$ cat config.mk
export PLATFORM = sky130hd
export DESIGN_NAME = i2c_cmd_target
export DESIGN_NICKNAME = d
export VERILOG_FILES = /design/src/rtl/i2c_tgt_pkg.sv /design/src/rtl/i2c_tgt_dp.sv /design/src/rtl/i2c_tgt_ctrl.sv /design/src/rtl/i2c_cmd_target.sv
export SDC_FILE = /design/constraint.sdc
export NUM_CORES = 1
export LEC_CHECK = 0
export BUFFER_PORTS_ARGS = -buffer_cell sky130_fd_sc_hd__buf_2
export CORE_ASPECT_RATIO = 0.6
export CORE_MARGIN = 2
export CORE_UTILIZATION = 56
export DETAILED_ROUTE_END_ITERATION = 8
export PLACE_DENSITY_LB_ADDON = 0.08
export SYNTH_ARGS = -nofsm -noshare
export SYNTH_HDL_FRONTEND = slang
export SYNTH_SLANG_ARGS = --single-unit
$ cat constraint.sdc
create_clock -name clk -period 3.1 [get_ports clk]
set_input_delay 0 -clock clk [delete_from_list [all_inputs] [get_ports clk]]
set_output_delay 0 -clock clk [all_outputs]
set_load 0.005 [all_outputs]
$ cat src/rtl/i2c_tgt_pkg.sv
package i2c_tgt_pkg;

  typedef enum logic [2:0] {
    ST_IDLE,
    ST_RX,
    ST_RXACK,
    ST_TX,
    ST_TXACK
  } tgtState_t;

  // bus events seen by the control, produced by the datapath
  typedef struct packed {
    logic sclRise;
    logic sclFall;
    logic start;
    logic stop;
    logic sdaBit;
    logic addrMatch;
    logic rwBit;
  } busEvt_t;

  // strobes and levels from the control into the datapath
  typedef struct packed {
    logic shiftIn;
    logic emitByte;
    logic emitIsCmd;
    logic loadTx;
    logic shiftTx;
    logic ackLow;
    logic txEn;
  } ctrlStb_t;

endpackage

$ cat src/rtl/i2c_tgt_dp.sv
module i2c_tgt_dp
  import i2c_tgt_pkg::*;
#(
  parameter logic [6:0] DEV_ADDR = 7'h42,
  parameter int FIFO_DEPTH = 16,
  parameter int SYNC_STAGES = 2
) (
  input  logic       clk,
  input  logic       rstN,
  input  logic       sclIn,
  input  logic       sdaIn,
  input  ctrlStb_t   stb,
  output busEvt_t    evt,
  output logic       sdaDriveLow,
  output logic       rxStrobe,
  output logic       rxIsCmd,
  output logic [7:0] rxData,
  input  logic       rspPush,
  input  logic [7:0] rspData
);

  localparam int PTR_W = (FIFO_DEPTH > 1) ? $clog2(FIFO_DEPTH) : 1;
  localparam int CNT_W = $clog2(FIFO_DEPTH + 1);
  localparam logic [CNT_W-1:0] CNT_FULL = CNT_W'(FIFO_DEPTH);
  localparam logic [PTR_W-1:0] PTR_LAST = PTR_W'(FIFO_DEPTH - 1);

  // ---------------- input synchronizers ----------------
  logic sclS, sdaS, sclD, sdaD;

  generate
    if (SYNC_STAGES > 1) begin : g_sync
      logic [SYNC_STAGES-1:0] sclSync, sdaSync;
      always_ff @(posedge clk or negedge rstN) begin
        if (!rstN) begin
          sclSync <= '1;
          sdaSync <= '1;
        end else begin
          sclSync <= {sclSync[SYNC_STAGES-2:0], sclIn};
          sdaSync <= {sdaSync[SYNC_STAGES-2:0], sdaIn};
        end
      end
      assign sclS = sclSync[SYNC_STAGES-1];
      assign sdaS = sdaSync[SYNC_STAGES-1];
    end else begin : g_sync1
      logic sclQ, sdaQ;
      always_ff @(posedge clk or negedge rstN) begin
        if (!rstN) begin
          sclQ <= 1'b1;
          sdaQ <= 1'b1;
        end else begin
          sclQ <= sclIn;
          sdaQ <= sdaIn;
        end
      end
      assign sclS = sclQ;
      assign sdaS = sdaQ;
    end
  endgenerate

  always_ff @(posedge clk or negedge rstN) begin
    if (!rstN) begin
      sclD <= 1'b1;
      sdaD <= 1'b1;
    end else begin
      sclD <= sclS;
      sdaD <= sdaS;
    end
  end

  // ---------------- receive shifter ----------------
  logic [7:0] rxShift;
  logic [7:0] rxNext;
  assign rxNext = {rxShift[6:0], sdaS};

  always_ff @(posedge clk or negedge rstN) begin
    if (!rstN) rxShift <= '0;
    else if (stb.shiftIn) rxShift <= rxNext;
  end

  assign evt.sclRise   = sclS & ~sclD;
  assign evt.sclFall   = ~sclS & sclD;
  assign evt.start     = sclS & sclD & sdaD & ~sdaS;
  assign evt.stop      = sclS & sclD & ~sdaD & sdaS;
  assign evt.sdaBit    = sdaS;
  assign evt.addrMatch = (rxNext[7:1] == DEV_ADDR);
  assign evt.rwBit     = rxNext[0];

  always_ff @(posedge clk or negedge rstN) begin
    if (!rstN) begin
      rxStrobe <= 1'b0;
      rxIsCmd  <= 1'b0;
      rxData   <= '0;
    end else begin
      rxStrobe <= stb.emitByte;
      if (stb.emitByte) begin
        rxIsCmd <= stb.emitIsCmd;
        rxData  <= rxNext;
      end
    end
  end

  // ---------------- response queue ----------------
  logic [7:0]       mem [FIFO_DEPTH];
  logic [PTR_W-1:0] wrPtr, rdPtr;
  logic [CNT_W-1:0] fifoCnt;
  logic             fifoEmpty, fifoFull, doPush, doPop;

  assign fifoEmpty = (fifoCnt == '0);
  assign fifoFull  = (fifoCnt == CNT_FULL);
  assign doPush    = rspPush & ~fifoFull;
  assign doPop     = stb.loadTx & ~fifoEmpty;

  always_ff @(posedge clk) begin
    if (doPush) mem[wrPtr] <= rspData;
  end

  always_ff @(posedge clk or negedge rstN) begin
    if (!rstN) begin
      wrPtr   <= '0;
      rdPtr   <= '0;
      fifoCnt <= '0;
    end else begin
      if (doPush) wrPtr <= (wrPtr == PTR_LAST) ? '0 : wrPtr + 1'b1;
      if (doPop)  rdPtr <= (rdPtr == PTR_LAST) ? '0 : rdPtr + 1'b1;
      if (doPush && !doPop)      fifoCnt <= fifoCnt + 1'b1;
      else if (doPop && !doPush) fifoCnt <= fifoCnt - 1'b1;
    end
  end

  // ---------------- transmit shifter ----------------
  logic [7:0] txShift;

  always_ff @(posedge clk or negedge rstN) begin
    if (!rstN) txShift <= 8'hFF;
    else if (stb.loadTx) txShift <= fifoEmpty ? 8'hFF : mem[rdPtr];
    else if (stb.shiftTx) txShift <= {txShift[6:0], 1'b1};
  end

  assign sdaDriveLow = stb.ackLow | (stb.txEn & ~txShift[7]);

  // ---------------- assertions ----------------
  assert_fifo_bound_R9: assert property (@(posedge clk) disable iff (!rstN)
    fifoCnt <= CNT_FULL);

  assert_full_push_dropped_R9: assert property (@(posedge clk) disable iff (!rstN)
    (fifoFull && rspPush && !stb.loadTx) |=> fifoFull);

  assert_empty_reads_ff_R7: assert property (@(posedge clk) disable iff (!rstN)
    (stb.loadTx && fifoEmpty && !rspPush) |=> (txShift == 8'hFF && fifoEmpty));

endmodule

$ cat src/rtl/i2c_tgt_ctrl.sv
module i2c_tgt_ctrl
  import i2c_tgt_pkg::*;
(
  input  logic     clk,
  input  logic     rstN,
  input  busEvt_t  evt,
  output ctrlStb_t stb
);

  tgtState_t  state;
  logic [2:0] bitIdx;
  logic [1:0] byteIdx;   // 0 = address, 1 = command, 2 = data (saturates)
  logic       rwRead;
  logic       ackHigh;   // the ninth SCL pulse of the current byte has risen
  logic       ackLow, txEn;

  always_ff @(posedge clk or negedge rstN) begin
    if (!rstN) begin
      state   <= ST_IDLE;
      bitIdx  <= '0;
      byteIdx <= '0;
      rwRead  <= 1'b0;
      ackHigh <= 1'b0;
      ackLow  <= 1'b0;
      txEn    <= 1'b0;
    end else if (evt.stop) begin
      state  <= ST_IDLE;
      ackLow <= 1'b0;
      txEn   <= 1'b0;
    end else if (evt.start) begin
      state   <= ST_RX;
      bitIdx  <= '0;
      byteIdx <= '0;
      rwRead  <= 1'b0;
      ackHigh <= 1'b0;
      ackLow  <= 1'b0;
      txEn    <= 1'b0;
    end else begin
      unique case (state)
        ST_RX: if (evt.sclRise) begin
          if (bitIdx == 3'd7) begin
            bitIdx  <= '0;
            ackHigh <= 1'b0;
            if (byteIdx == 2'd0) begin
              if (evt.addrMatch) begin
                rwRead  <= evt.rwBit;
                byteIdx <= 2'd1;
                state   <= ST_RXACK;
              end else begin
                state <= ST_IDLE;
              end
            end else begin
              if (byteIdx == 2'd1) byteIdx <= 2'd2;
              state <= ST_RXACK;
            end
          end else begin
            bitIdx <= bitIdx + 1'b1;
          end
        end
        ST_RXACK: begin
          if (evt.sclRise) ackHigh <= 1'b1;
          if (evt.sclFall) begin
            if (!ackHigh) begin
              ackLow <= 1'b1;
            end else begin
              ackLow <= 1'b0;
              bitIdx <= '0;
              if (rwRead) begin
                state <= ST_TX;
                txEn  <= 1'b1;
              end else begin
                state <= ST_RX;
              end
            end
          end
        end
        ST_TX: if (evt.sclRise) begin
          if (bitIdx == 3'd7) begin
            bitIdx  <= '0;
            ackHigh <= 1'b0;
            state   <= ST_TXACK;
          end else begin
            bitIdx <= bitIdx + 1'b1;
          end
        end
        ST_TXACK: begin
          if (evt.sclFall) begin
            if (!ackHigh) txEn <= 1'b0;
            else begin
              txEn  <= 1'b1;
              state <= ST_TX;
            end
          end
          if (evt.sclRise) begin
            if (evt.sdaBit) state <= ST_IDLE;   // controller NACK
            else ackHigh <= 1'b1;
          end
        end
        default: ;
      endcase
    end
  end

  logic inByteEnd;
  assign inByteEnd = (state == ST_RX) && evt.sclRise && (bitIdx == 3'd7)
                     && !evt.stop && !evt.start;

  always_comb begin
    stb           = '0;
    stb.shiftIn   = (state == ST_RX) && evt.sclRise;
    stb.emitByte  = inByteEnd && (byteIdx != 2'd0);
    stb.emitIsCmd = (byteIdx == 2'd1);
    stb.loadTx    = !evt.stop && !evt.start && evt.sclFall && ackHigh &&
                    (((state == ST_RXACK) && rwRead) || (state == ST_TXACK));
    stb.shiftTx   = (state == ST_TX) && evt.sclFall && !evt.stop && !evt.start;
    stb.ackLow    = ackLow;
    stb.txEn      = txEn;
  end

  // ---------------- assertions ----------------
  assert_ack_in_slot_R2: assert property (@(posedge clk) disable iff (!rstN)
    ackLow |-> (state == ST_RXACK));

  assert_strobe_write_only_R4: assert property (@(posedge clk) disable iff (!rstN)
    stb.emitByte |-> !rwRead);

  assert_tx_read_only_R6: assert property (@(posedge clk) disable iff (!rstN)
    txEn |-> (rwRead && (state == ST_TX || state == ST_TXACK)));

  assert_stop_to_idle_R10: assert property (@(posedge clk) disable iff (!rstN)
    evt.stop |=> (state == ST_IDLE && !ackLow && !txEn));

  assert_start_restarts_R10: assert property (@(posedge clk) disable iff (!rstN)
    (evt.start && !evt.stop) |=> (state == ST_RX && bitIdx == 3'd0 && byteIdx == 2'd0));

endmodule

$ cat src/rtl/i2c_cmd_target.sv
module i2c_cmd_target
  import i2c_tgt_pkg::*;
#(
  parameter logic [6:0] DEV_ADDR = 7'h42,
  parameter int FIFO_DEPTH = 16,
  parameter int SYNC_STAGES = 2
) (
  input  logic       clk,
  input  logic       rstN,
  input  logic       sclIn,
  input  logic       sdaIn,
  output logic       sdaDriveLow,
  output logic       rxStrobe,
  output logic       rxIsCmd,
  output logic [7:0] rxData,
  input  logic       rspPush,
  input  logic [7:0] rspData
);

  busEvt_t  evt;
  ctrlStb_t stb;

  i2c_tgt_ctrl u_ctrl (
    .clk  (clk),
    .rstN (rstN),
    .evt  (evt),
    .stb  (stb)
  );

  i2c_tgt_dp #(
    .DEV_ADDR    (DEV_ADDR),
    .FIFO_DEPTH  (FIFO_DEPTH),
    .SYNC_STAGES (SYNC_STAGES)
  ) u_dp (
    .clk         (clk),
    .rstN        (rstN),
    .sclIn       (sclIn),
    .sdaIn       (sdaIn),
    .stb         (stb),
    .evt         (evt),
    .sdaDriveLow (sdaDriveLow),
    .rxStrobe    (rxStrobe),
    .rxIsCmd     (rxIsCmd),
    .rxData      (rxData),
    .rspPush     (rspPush),
    .rspData     (rspData)
  );

endmodule

Word-level counts from Yosys, hierarchy flattened
Memories as Yosys holds them, arrays and structs flattened.
Cells that the tools add are included.

word-level totals
  register bits after elaboration = 56
  RAM bits = 128
  input bits = 13
  output and inout port bits = 11
  logic and storage cells = 179
  memories kept = 1

operators by class
  add/subtract/negate cells = 5
  equality and inequality tests = 26
  multiplexer cells = 64
  bitwise operators = 19
  reduce and logical (&&, ||, !) cells = 45

memories
  memory    depth  bits a word  rd ports  clocked after Yosys merged registers in  write ports  line               source
  u_dp.mem  16     8            1         0                                        1            i2c_tgt_dp.sv:103  logic [7:0] mem [FIFO_DEPTH];

operator list
  kind                 number
  $mux 3               17
  $ne 4x1->1 const B   8
  $mux 1               26
  $mux 8               3
  $mux 2               10
  $ne 3x1->1 const B   6
  $reduce_bool 2->1    8
  $logic_and 1x1->1    15
  $reduce_and 7->1     2
  $pmux 3 s4           1
  $reduce_and 6->1     2
  $reduce_bool 3->1    4
  $and 1x1->1          10
  $mux 5               2
  $reduce_and 5->1     2
  $add 4x1->4 const B  2
  $eq 4x4->1 const B   2
  $mux 4               2
  $not 1->1            8
  $reduce_bool 4->1    2
  $eq 7x7->1 const B   1
  $eq 3x2->1 const B   2
  $eq 3x3->1 const B   2
  $pmux 3 s2           1
  18 further kinds     21

Depth between registers and ports, before layout
Gate-level depths: netlist of the first run.

  word-level depth = 12
  depth in mapped cells = 13
  depth with buffers taken out = 11

Cells and area by module
A second synthesis of the first run with hierarchy kept.

second synthesis, totals
  cell total of the unflattened synthesis = 504
  area, all modules = 7853.8 um^2

by module, submodules not included
  module        instances  cells each  area an instance (um^2)  seq. area each (um^2)
  i2c_tgt_dp    1          411         7035.5                   4962.3
  i2c_tgt_ctrl  1          93          818.3                    300.3

Worst setup path after synthesis of the first run
Ideal clock, no wire load.

  path type = register to register
  start = register u_dp.sclD
  end = register u_dp.fifoCnt[4]
  library setup time = 80 ps
  data arrival time = 2842 ps
  data required time = 3020 ps
  path slack = 178 ps
  stages on the path, launching flop included = 14
  path buffers = 2
  period minus slack after synthesis = 2922 ps
  cells stage by stage = dfstp_2 buf_2 nand4bb_1 a221oi_2 buf_4 inv_1 ha_1 inv_1 ha_1 nor2b_1 o21a_1 or3_1 a21oi_1 xnor2_1

on the way
  word-level cells in the longest chain between the ends = 12
  elaborated cells on any way between the ends = 18
  those cells by class = mux: 1; bitwise: 7; reduce/logical: 10

ends and longest elaborated chain
  what                                                 line                                source
  start: declaration                                   i2c_tgt_dp.sv:28                    logic sclS, sdaS, sclD, sdaD;
  start signal: assignment                             i2c_tgt_dp.sv:65                    sclD <= sclS;
  $and 1x1->1                                          i2c_tgt_dp.sv:82, i2c_tgt_dp.sv:83
  $and 1x1->1, on equally long branches (2 in series)  i2c_tgt_dp.sv:83, i2c_tgt_dp.sv:82
  $logic_not 1->1                                      i2c_tgt_ctrl.sv:113                 stb.loadTx = !evt.stop && !evt.start && evt.sclFall && ackHigh &&
  $logic_and 1x1->1                                    i2c_tgt_ctrl.sv:113
  $logic_and 1x1->1 (*) (3 in series)                  i2c_tgt_ctrl.sv:113
  $and 1x1->1 (*)                                      i2c_tgt_dp.sv:111                   assign doPop = stb.loadTx & ~fifoEmpty;
  $logic_not 1->1                                      i2c_tgt_dp.sv:125                   if (doPush && !doPop) fifoCnt <= fifoCnt + 1'b1;
  $logic_and 1x1->1                                    i2c_tgt_dp.sv:125
  $mux 5 / $reduce_bool 2->1 (equally long branches)   -
  end signal: assignment                               i2c_tgt_dp.sv:125
  end signal: assignment                               i2c_tgt_dp.sv:126                   else if (doPop && !doPush) fifoCnt <= fifoCnt - 1'b1;
  end: declaration                                     i2c_tgt_dp.sv:105                   logic [CNT_W-1:0] fifoCnt;

Every way passes the cells marked *; elsewhere a longest branch is shown, timed or not.
A chain may end at the register's enable or synchronous reset.

Worst setup path in the final report of the first run
Ends and elaborated chain as after synthesis.

==> results of run 1 <==
worst max-delay path, stage by stage, from the launching register on:
cell       delay, ns
dfstp_2         0.58
nand4bb_2       0.20
a221oi_2        0.24
inv_1           0.12
ha_1            0.27
inv_1           0.16
ha_1            0.27
nor2b_1         0.15
o21a_1          0.17
or3_1           0.31
a21oi_1         0.19
xnor2_1         0.13
layout by cell type (no fill, tap or decap), types with 3 or more instances in the layout:
| cell type | n |
|---|---|
| a211o_1 | 6 |
| a21oi_1 | 27 |
| a22oi_1 | 5 |
| a31oi_1 | 3 |
| and2_1 | 3 |
| buf_2 | 23 |
| buf_4 | 18 |
| clkbuf_16 | 17 |
| clkinv_8 | 3 |
| dfrtp_1 | 41 |
| dfstp_2 | 14 |
| dlygate4sd3_1 | 11 |
| edfxtp_1 | 128 |
| ha_1 | 12 |
| inv_1 | 11 |
| inv_6 | 4 |
| inv_8 | 4 |
| mux2_2 | 10 |
| mux2i_1 | 12 |
| mux4_1 | 4 |
| mux4_2 | 28 |
| nand2_1 | 45 |
| nand2b_1 | 11 |
| nand3_1 | 7 |
| nand3b_1 | 4 |
| nor2_1 | 27 |
| nor2b_1 | 3 |
| nor3_1 | 16 |
| o21ai_0 | 16 |
| xnor2_1 | 5 |
routing by layer:
| metal | global-route usage, % | routed length [um] | vias to the layer above |
|---|---|---|---|
| met1 | 37.0 | 8140 | 2248 |
| met4 | 6.65 | 157 | 0 |
| met2 | 30.7 | 6510 | 163 |
| met5 | 0 | 0 | - |
| met3 | 5.09 | 1140 | 13 |
| li1 | - | - | 2021 |
worst min-delay path by stage:
stage | slack [ns] | startpoint | end | depth (start not counted)
global placement | 0.11 | sdaIn | u_dp.g_sync.sdaSync[0] | 1
floorplan | -0.30 | rstN | u_ctrl.ackHigh | 0
finish | 0.17 | rspPush | u_dp.wrPtr[1] | 5
CTS | 0.16 | rspPush | u_dp.wrPtr[1] | 5
detailed placement | 0.11 | sclIn | u_dp.g_sync.sclSync[0] | 1
global route | 0.19 | rspPush | u_dp.wrPtr[1] | 5
state kept, by name (all words and copies together) (netlist names), 2 cells and up:
name and count:
u_dp.g_sync.sclSync 2, u_dp.txShift 8, u_dp.fifoCnt 5, u_dp.mem 128, u_dp.wrPtr 4, u_dp.g_sync.sdaSync 2
u_ctrl.state 3, u_ctrl.bitIdx 3, u_dp.rdPtr 4, u_dp.rxShift 7, u_dp.rxData 8, u_ctrl.byteIdx 2
stage by stage:
step	hold slack, ns	total power [uW]	worst slack, ns
floorplan	-0.296	3420	0.178
global placement	0.106	3630	0.223
detailed placement	0.109	3670	0.158
CTS	0.161	5840	0.110
global route	0.187	6060	0.0506
finish	0.172	5820	0.236
cell type report:
cell class              count  area [sq um]  area share (%)
multi-input cells         283          2390            26.8
flip-flops and latches    184          5260            59.0
clock buffers              17           425            4.77
inverters                  11          41.3           0.463
well taps                 192           240            2.69
repair buffers             53           380            4.26
clock inverters            15           183            2.05
power by group through the flow:
stage / combinational, uW / clock [uW] / sequential (uW)
after floorplan: 444 / 0 / 2970
after global placement: 613 / 0 / 3020
after detailed placement: 634 / 0 / 3030
after CTS: 653 / 2210 / 2980
after global routing: 728 / 2330 / 3010
final: 657 / 2180 / 2990
cell families (layout without fill, tap and decap cells):
kind of cell	Yosys count	count (layout)	synth area share [%]
AOI/OAI and AO/OA	78	78	6.54
xor gates and xnor gates	6	6	0.672
adders and majority gates	13	13	2.18
buffers and inverters	35	96	2.30
DFF	184	184	67.3
muxes	54	54	12.4
and+or+nand+nor	132	132	8.65
timing repair:
action,in CTS,in global routing
endpoints found under the setup margin,0,1
endpoints found under the hold margin,155,0
resized for setup,0,2
hold buffers,11,0
buffers inserted,0,2
==> summary.md, run 1 <==
| Metric | Value |
|---|---|
| Cell Area, Placed | 0.00818 sq mm |
| Final non-filler cell total | 755 |
| Global Route Usage Sum | 22.8% |
| I/O Buffers | 23 |
| Largest net degree at the start of global routing | 39 |
| Leading area contributor after synthesis | edfxtp_1 |
| Fin. Hold Viols | 0 |
| Psw | 1540 uW |
| Post-synthesis cell type count | a little under 60 |
| CORE AREA | 0.0137 sq mm |
| Crit path from | u_dp.sclD |
| DRC viols | 0 |
| FFs w/ async S/R, synth | between 30% and 40% |
| RSZ-0062 raised after global routing | no |
| Worst path arrival time | around 3.2 ns |
| Max Fclk | 0.349 GHz |
| Synthesis-stage register bit count | 184 |
| Post-Syn Instances | 502 |
| Sequential cell area fraction in the yosys report | 67.3% |
| HPWL Detailed | around 10000 um |
| Status | finished clean |
| Clk network pwr share | around 37% |
| Layout fillers | about 950 |
| Cts bufs inserted | 17 |
| Yosys warns | 0 |
| Fin crit period | 2.86 ns |
| Maxcap violations | 0 |
| Vias in the first global route | 4141 |
| Longest Clk Path Bufs | 2 |
| DIE AREA | 0.0150 sq mm |
| FF-to-FF Start | u_dp.sclD |
| Top cells by count, synth | edfxtp_1 (128), nand2_1 (45), dfrtp_1 (42) |
| Overflow after GRT | 0 |
| Clock Root Buffer | clkbuf_16 |
| Syn avg cell area | 15.6 sq um |
| Final Max Slew Viols | 0 |
| Top-count cell post-synth | edfxtp_1 |
| Synth top area share | between 40% and 50% |
| Flop pwr share | between 50% and 60% |
| Period utilization | 92.4% |
| Least-Margin Pin Slew | 1.14 ns |
| N_diodes | 0 |
| EDFF count, synth | roughly 130 |
| Endpoints failing setup | 0 |
| R2r endpoint | u_dp.fifoCnt[4] |
| DR WL/cell | ~21 um |
| DP Cell Count | 710 |
| Final instance area | 0.00892 sq mm |
| R2R setup slack | 0.24 ns |
| Main synth FF type | edfxtp_1 |
| Synth Net Count | 528 |
| Layout cells sized above 1 | 24.3% |
| Top post-synthesis cells by area | edfxtp_1 (49%), dfrtp_1 (13%), mux4_2 (8.1%) |
| Pwr dens | about 650 mW/mm^2 |
| Ports | 24 |
| CP endpoint kind | flip-flop |
| First-pass GRT wire length | 24300 um |
| Drt first pass iters | 5 |
| WS Path Type | flip-flop to flip-flop |
| Die Height | 95.6 um |
| Worst setup path endpoint | u_dp.fifoCnt[4] |
| Cell area after synthesis | 0.00782 sq mm |
| Starting density of the core | 57.2% |
| Synth-to-Final Area Change | 14.1% |
| Combinational group share of total power | 11.3% |
| CTS tree | yes |
| Hold Crit Class | input pin to flip-flop |
| Antenna viol nets, final | 0 |
| Leakage | roughly 0.0033 uW |
| Die X-Extent | 157 um |
| Nets | between 500 and 600 |
| Int Pwr | about 4300 uW |
| Util after Layout | approximately two thirds |
| Rows | 33 |
| Iter 0 DRT Violations | just under 500 |
| Max_slew headroom | a little under a quarter |
| Sw Ratio | 26.5% |
| Worst-Skew Late Latency | roughly 0.42 ns |
| Via count | 4445 |
| Initial antenna violation count | 0 |
| Reg2Reg Depth | 11 |
| GP Congestion | slightly above 0.8 |
| Num Clock Sinks | 184 |
| Crit start category | flip-flop |
| Post-DR vias/cell | ~5.9 |
| Fin Setup TNS | 0 ns |
| Clock skew | ~0.010 ns |
| H-tree depth | 4 |
| Clock slew at reported path FFs | 0.07 ns |
| Crit path required time | 3.45 ns |
| Max VDD drop | 441 uV |
| DRT Wirelength | 15900 um |
| Worst Path Max Fanout | 5 |
(Power assumes the default switching activity.)
==> run 2: changes to the inputs <==
--- a/config.mk
+++ b/config.mk
@@ -6,7 +6,6 @@
 export NUM_CORES = 1
 export LEC_CHECK = 0
 export BUFFER_PORTS_ARGS = -buffer_cell sky130_fd_sc_hd__buf_2
-export CORE_ASPECT_RATIO = 0.6
 export CORE_MARGIN = 2
 export CORE_UTILIZATION = 56
 export DETAILED_ROUTE_END_ITERATION = 8
==> run 2 against run 1 <==
Against the previous run:
- global-route usage shrank 0.45 points
- cell count is 0.79% lower
- via count is 2.4% lower
- core utilization shrank 0.87 points
- cell area is 0.56% lower
- non-clock buffer count up 6
- worst hold slack got worse by 0.025 ns
- power shrank 4.1%
- maximum frequency down 1.7%
- flip-flop and latch count unchanged
- die area shrank 0.21%
- largest power group unchanged
==> summary.md, run 2 (synthesis results as in run 1) <==
| Metric | Value |
|---|---|
| Status | finished clean |
| Nets | between 500 and 600 |
| Via count | between 4000 and 5000 |
| Cts bufs inserted | 17 |
| Setup WS post-layout | 0.186 ns |
| Post-DR vias/cell | ~5.8 |
| Rows | 43 |
| Reg2Reg Depth | 11 |
| HPWL Detailed | just under 10000 um |
| Synth-to-Final Area Change | 13.5% |
| I/O Buffers | 23 |
| Starting density of the core | between 50% and 60% |
| Place WS | 0.111 ns |
| Drt first pass iters | 4 |
| Sw Ratio | 25.5% |
| Fin. Hold Viols | 0 |
| Initial antenna violation count | 0 |
| DRC viols | 0 |
| Clock skew | ~0.0086 ns |
| Overflow after GRT | 0 |
| Max_slew headroom | 36.3% |
| Hold Crit Class | input pin to async pin |
| Antenna viol nets, final | 0 |
| Vias in the first global route | 4433 |
| Fin Setup TNS | 0 ns |
| R2r endpoint | u_dp.fifoCnt[4] |
| Biggest register | u_dp.mem |
| WS Path Type | flip-flop to flip-flop |
| Int Pwr | roughly 4200 uW |
| H-tree depth | 4 |
| N_diodes | 0 |
| Most frequent cells in the layout | edfxtp_1 (128), nand2_1 (45), dfrtp_1 (41) |
| Iter 0 DRT Violations | 343 |
| Fin crit period | 2.91 ns |
| Leakage | 0.00330 uW |
| Final instance area | 0.00887 sq mm |
| Combinational group share of total power | between 10 and 15% |
| Hold Slack | 0.147 ns |
| Ports | 24 |
| Psw | 1430 uW |
| Largest net degree at the start of global routing | 37 |
| Crit path from | u_dp.sclD |
| Period utilization | 94.0% |
| Endpoints failing setup | 0 |
| Worst Path Max Fanout | 8 |
| Maxcap violations | 0 |
| Die X-Extent | between 100 and 150 um |
| DIE AREA | 0.0149 sq mm |
| First-pass GRT wire length | approximately 24000 um |
| Final Max Slew Viols | 0 |
| Max VDD drop | 454 uV |
| Crit path required time | approximately 3.4 ns |
| Global Route Usage Sum | around 22% |
| FF-to-FF Start | u_dp.sclD |
| Clock slew at reported path FFs | 0.06 ns |
| Die Height | about 120 um |
| RSZ-0062 raised after global routing | no |
| Longest Clk Path Bufs | 2 |
| Worst path arrival time | 3.26 ns |
| Pwr dens | 629 mW/mm^2 |
| Max reg flops | about 130 |
| Num Clock Sinks | 184 |
| Clock Root Buffer | clkbuf_16 |
| Commonest non-fill, non-tap cell in the layout | edfxtp_1 |
| Biggest regs | u_dp.mem: 128 flops, u_dp.rxData: 8 flops, u_dp.txShift: 8 flops |
| CTS tree | yes |
| Clk network pwr share | 35.0% |
| Crit start category | flip-flop |
| Util after Layout | 64.4% |
| DR WL/cell | 20.2 um |
| Worst-Skew Late Latency | 0.43 ns |
| Flop pwr share | 53.5% |
| Least-Margin Pin Slew | 0.953 ns |
| CORE AREA | 0.0138 sq mm |
| DRT Wirelength | 15100 um |
| Max Fclk | 0.343 GHz |
| Layout cells sized above 1 | around a quarter |
| GP Congestion | 0.851 |
| R2R setup slack | 0.19 ns |
| Cell Area, Placed | 0.00822 sq mm |
| CP endpoint kind | flip-flop |
run 2: repair_timing:
item,CTS,global route
endpoints found under the hold margin,157,0
hold buffers,11,0
resized for setup,0,1
buffers inserted,0,1
setup endpoints to repair,0,1
run 2: power groups by stage:
stage	combinational (uW)	clock, uW	sequential (uW)
after detailed placement	632	0	3030
after floorplan	444	0	2970
after global routing	724	2090	3010
after global placement	593	0	3020
after CTS	645	1990	2980
final	640	1950	2990
run 2: routing by layer:
| metal | GRT usage, % | part of all wire, % | up-vias |
|---|---|---|---|
| met1 | 28.7 | 43 | 2208 |
| met5 | 0 | 0 | - |
| met4 | 9.05 | 1.1 | 0 |
| met3 | 4.82 | 3.7 | 11 |
| met2 | 37.4 | 52 | 86 |
| li1 | - | - | 2032 |
run 2: through the flow:
step	total power (uW)	std cells
2_1_floorplan	3420	502
3_3_place_gp	3610	705
3_5_place_dp	3660	705
4_1_cts	5620	748
5_1_grt	5830	749
6_report	5580	749
run 2: worst max-delay path: stages (launching register included):
cell and delay [ns]:
dfstp_2 0.62, nand4bb_1 0.19, a221oi_2 0.25, inv_1 0.14
ha_1 0.28, inv_1 0.15, ha_1 0.26, nor2b_1 0.14
o21a_1 0.16, or3_1 0.30, a21oi_1 0.18, xnor2_1 0.15
run 2: worst max-delay path by stage:
stage,depth (start not counted),end,slack (ns)
2_1_floorplan,13,u_dp.fifoCnt[4],0.18
3_3_place_gp,11,u_dp.fifoCnt[4],0.28
3_5_place_dp,11,u_dp.fifoCnt[4],0.11
4_1_cts,11,u_dp.fifoCnt[4],0.11
5_1_grt,11,u_dp.fifoCnt[4],0.002
6_report,11,u_dp.fifoCnt[4],0.19
run 2: cell type report:
class / count / area (sq um)
Sequential cell: 184 / 5260
Fill cell: 1017 / 4900
Multi-Input combinational cell: 283 / 2390
Clock buffer: 19 / 433
Timing Repair Buffer: 59 / 425
Tap cell: 180 / 225
Clock inverter: 13 / 100
Inverter: 11 / 41.3
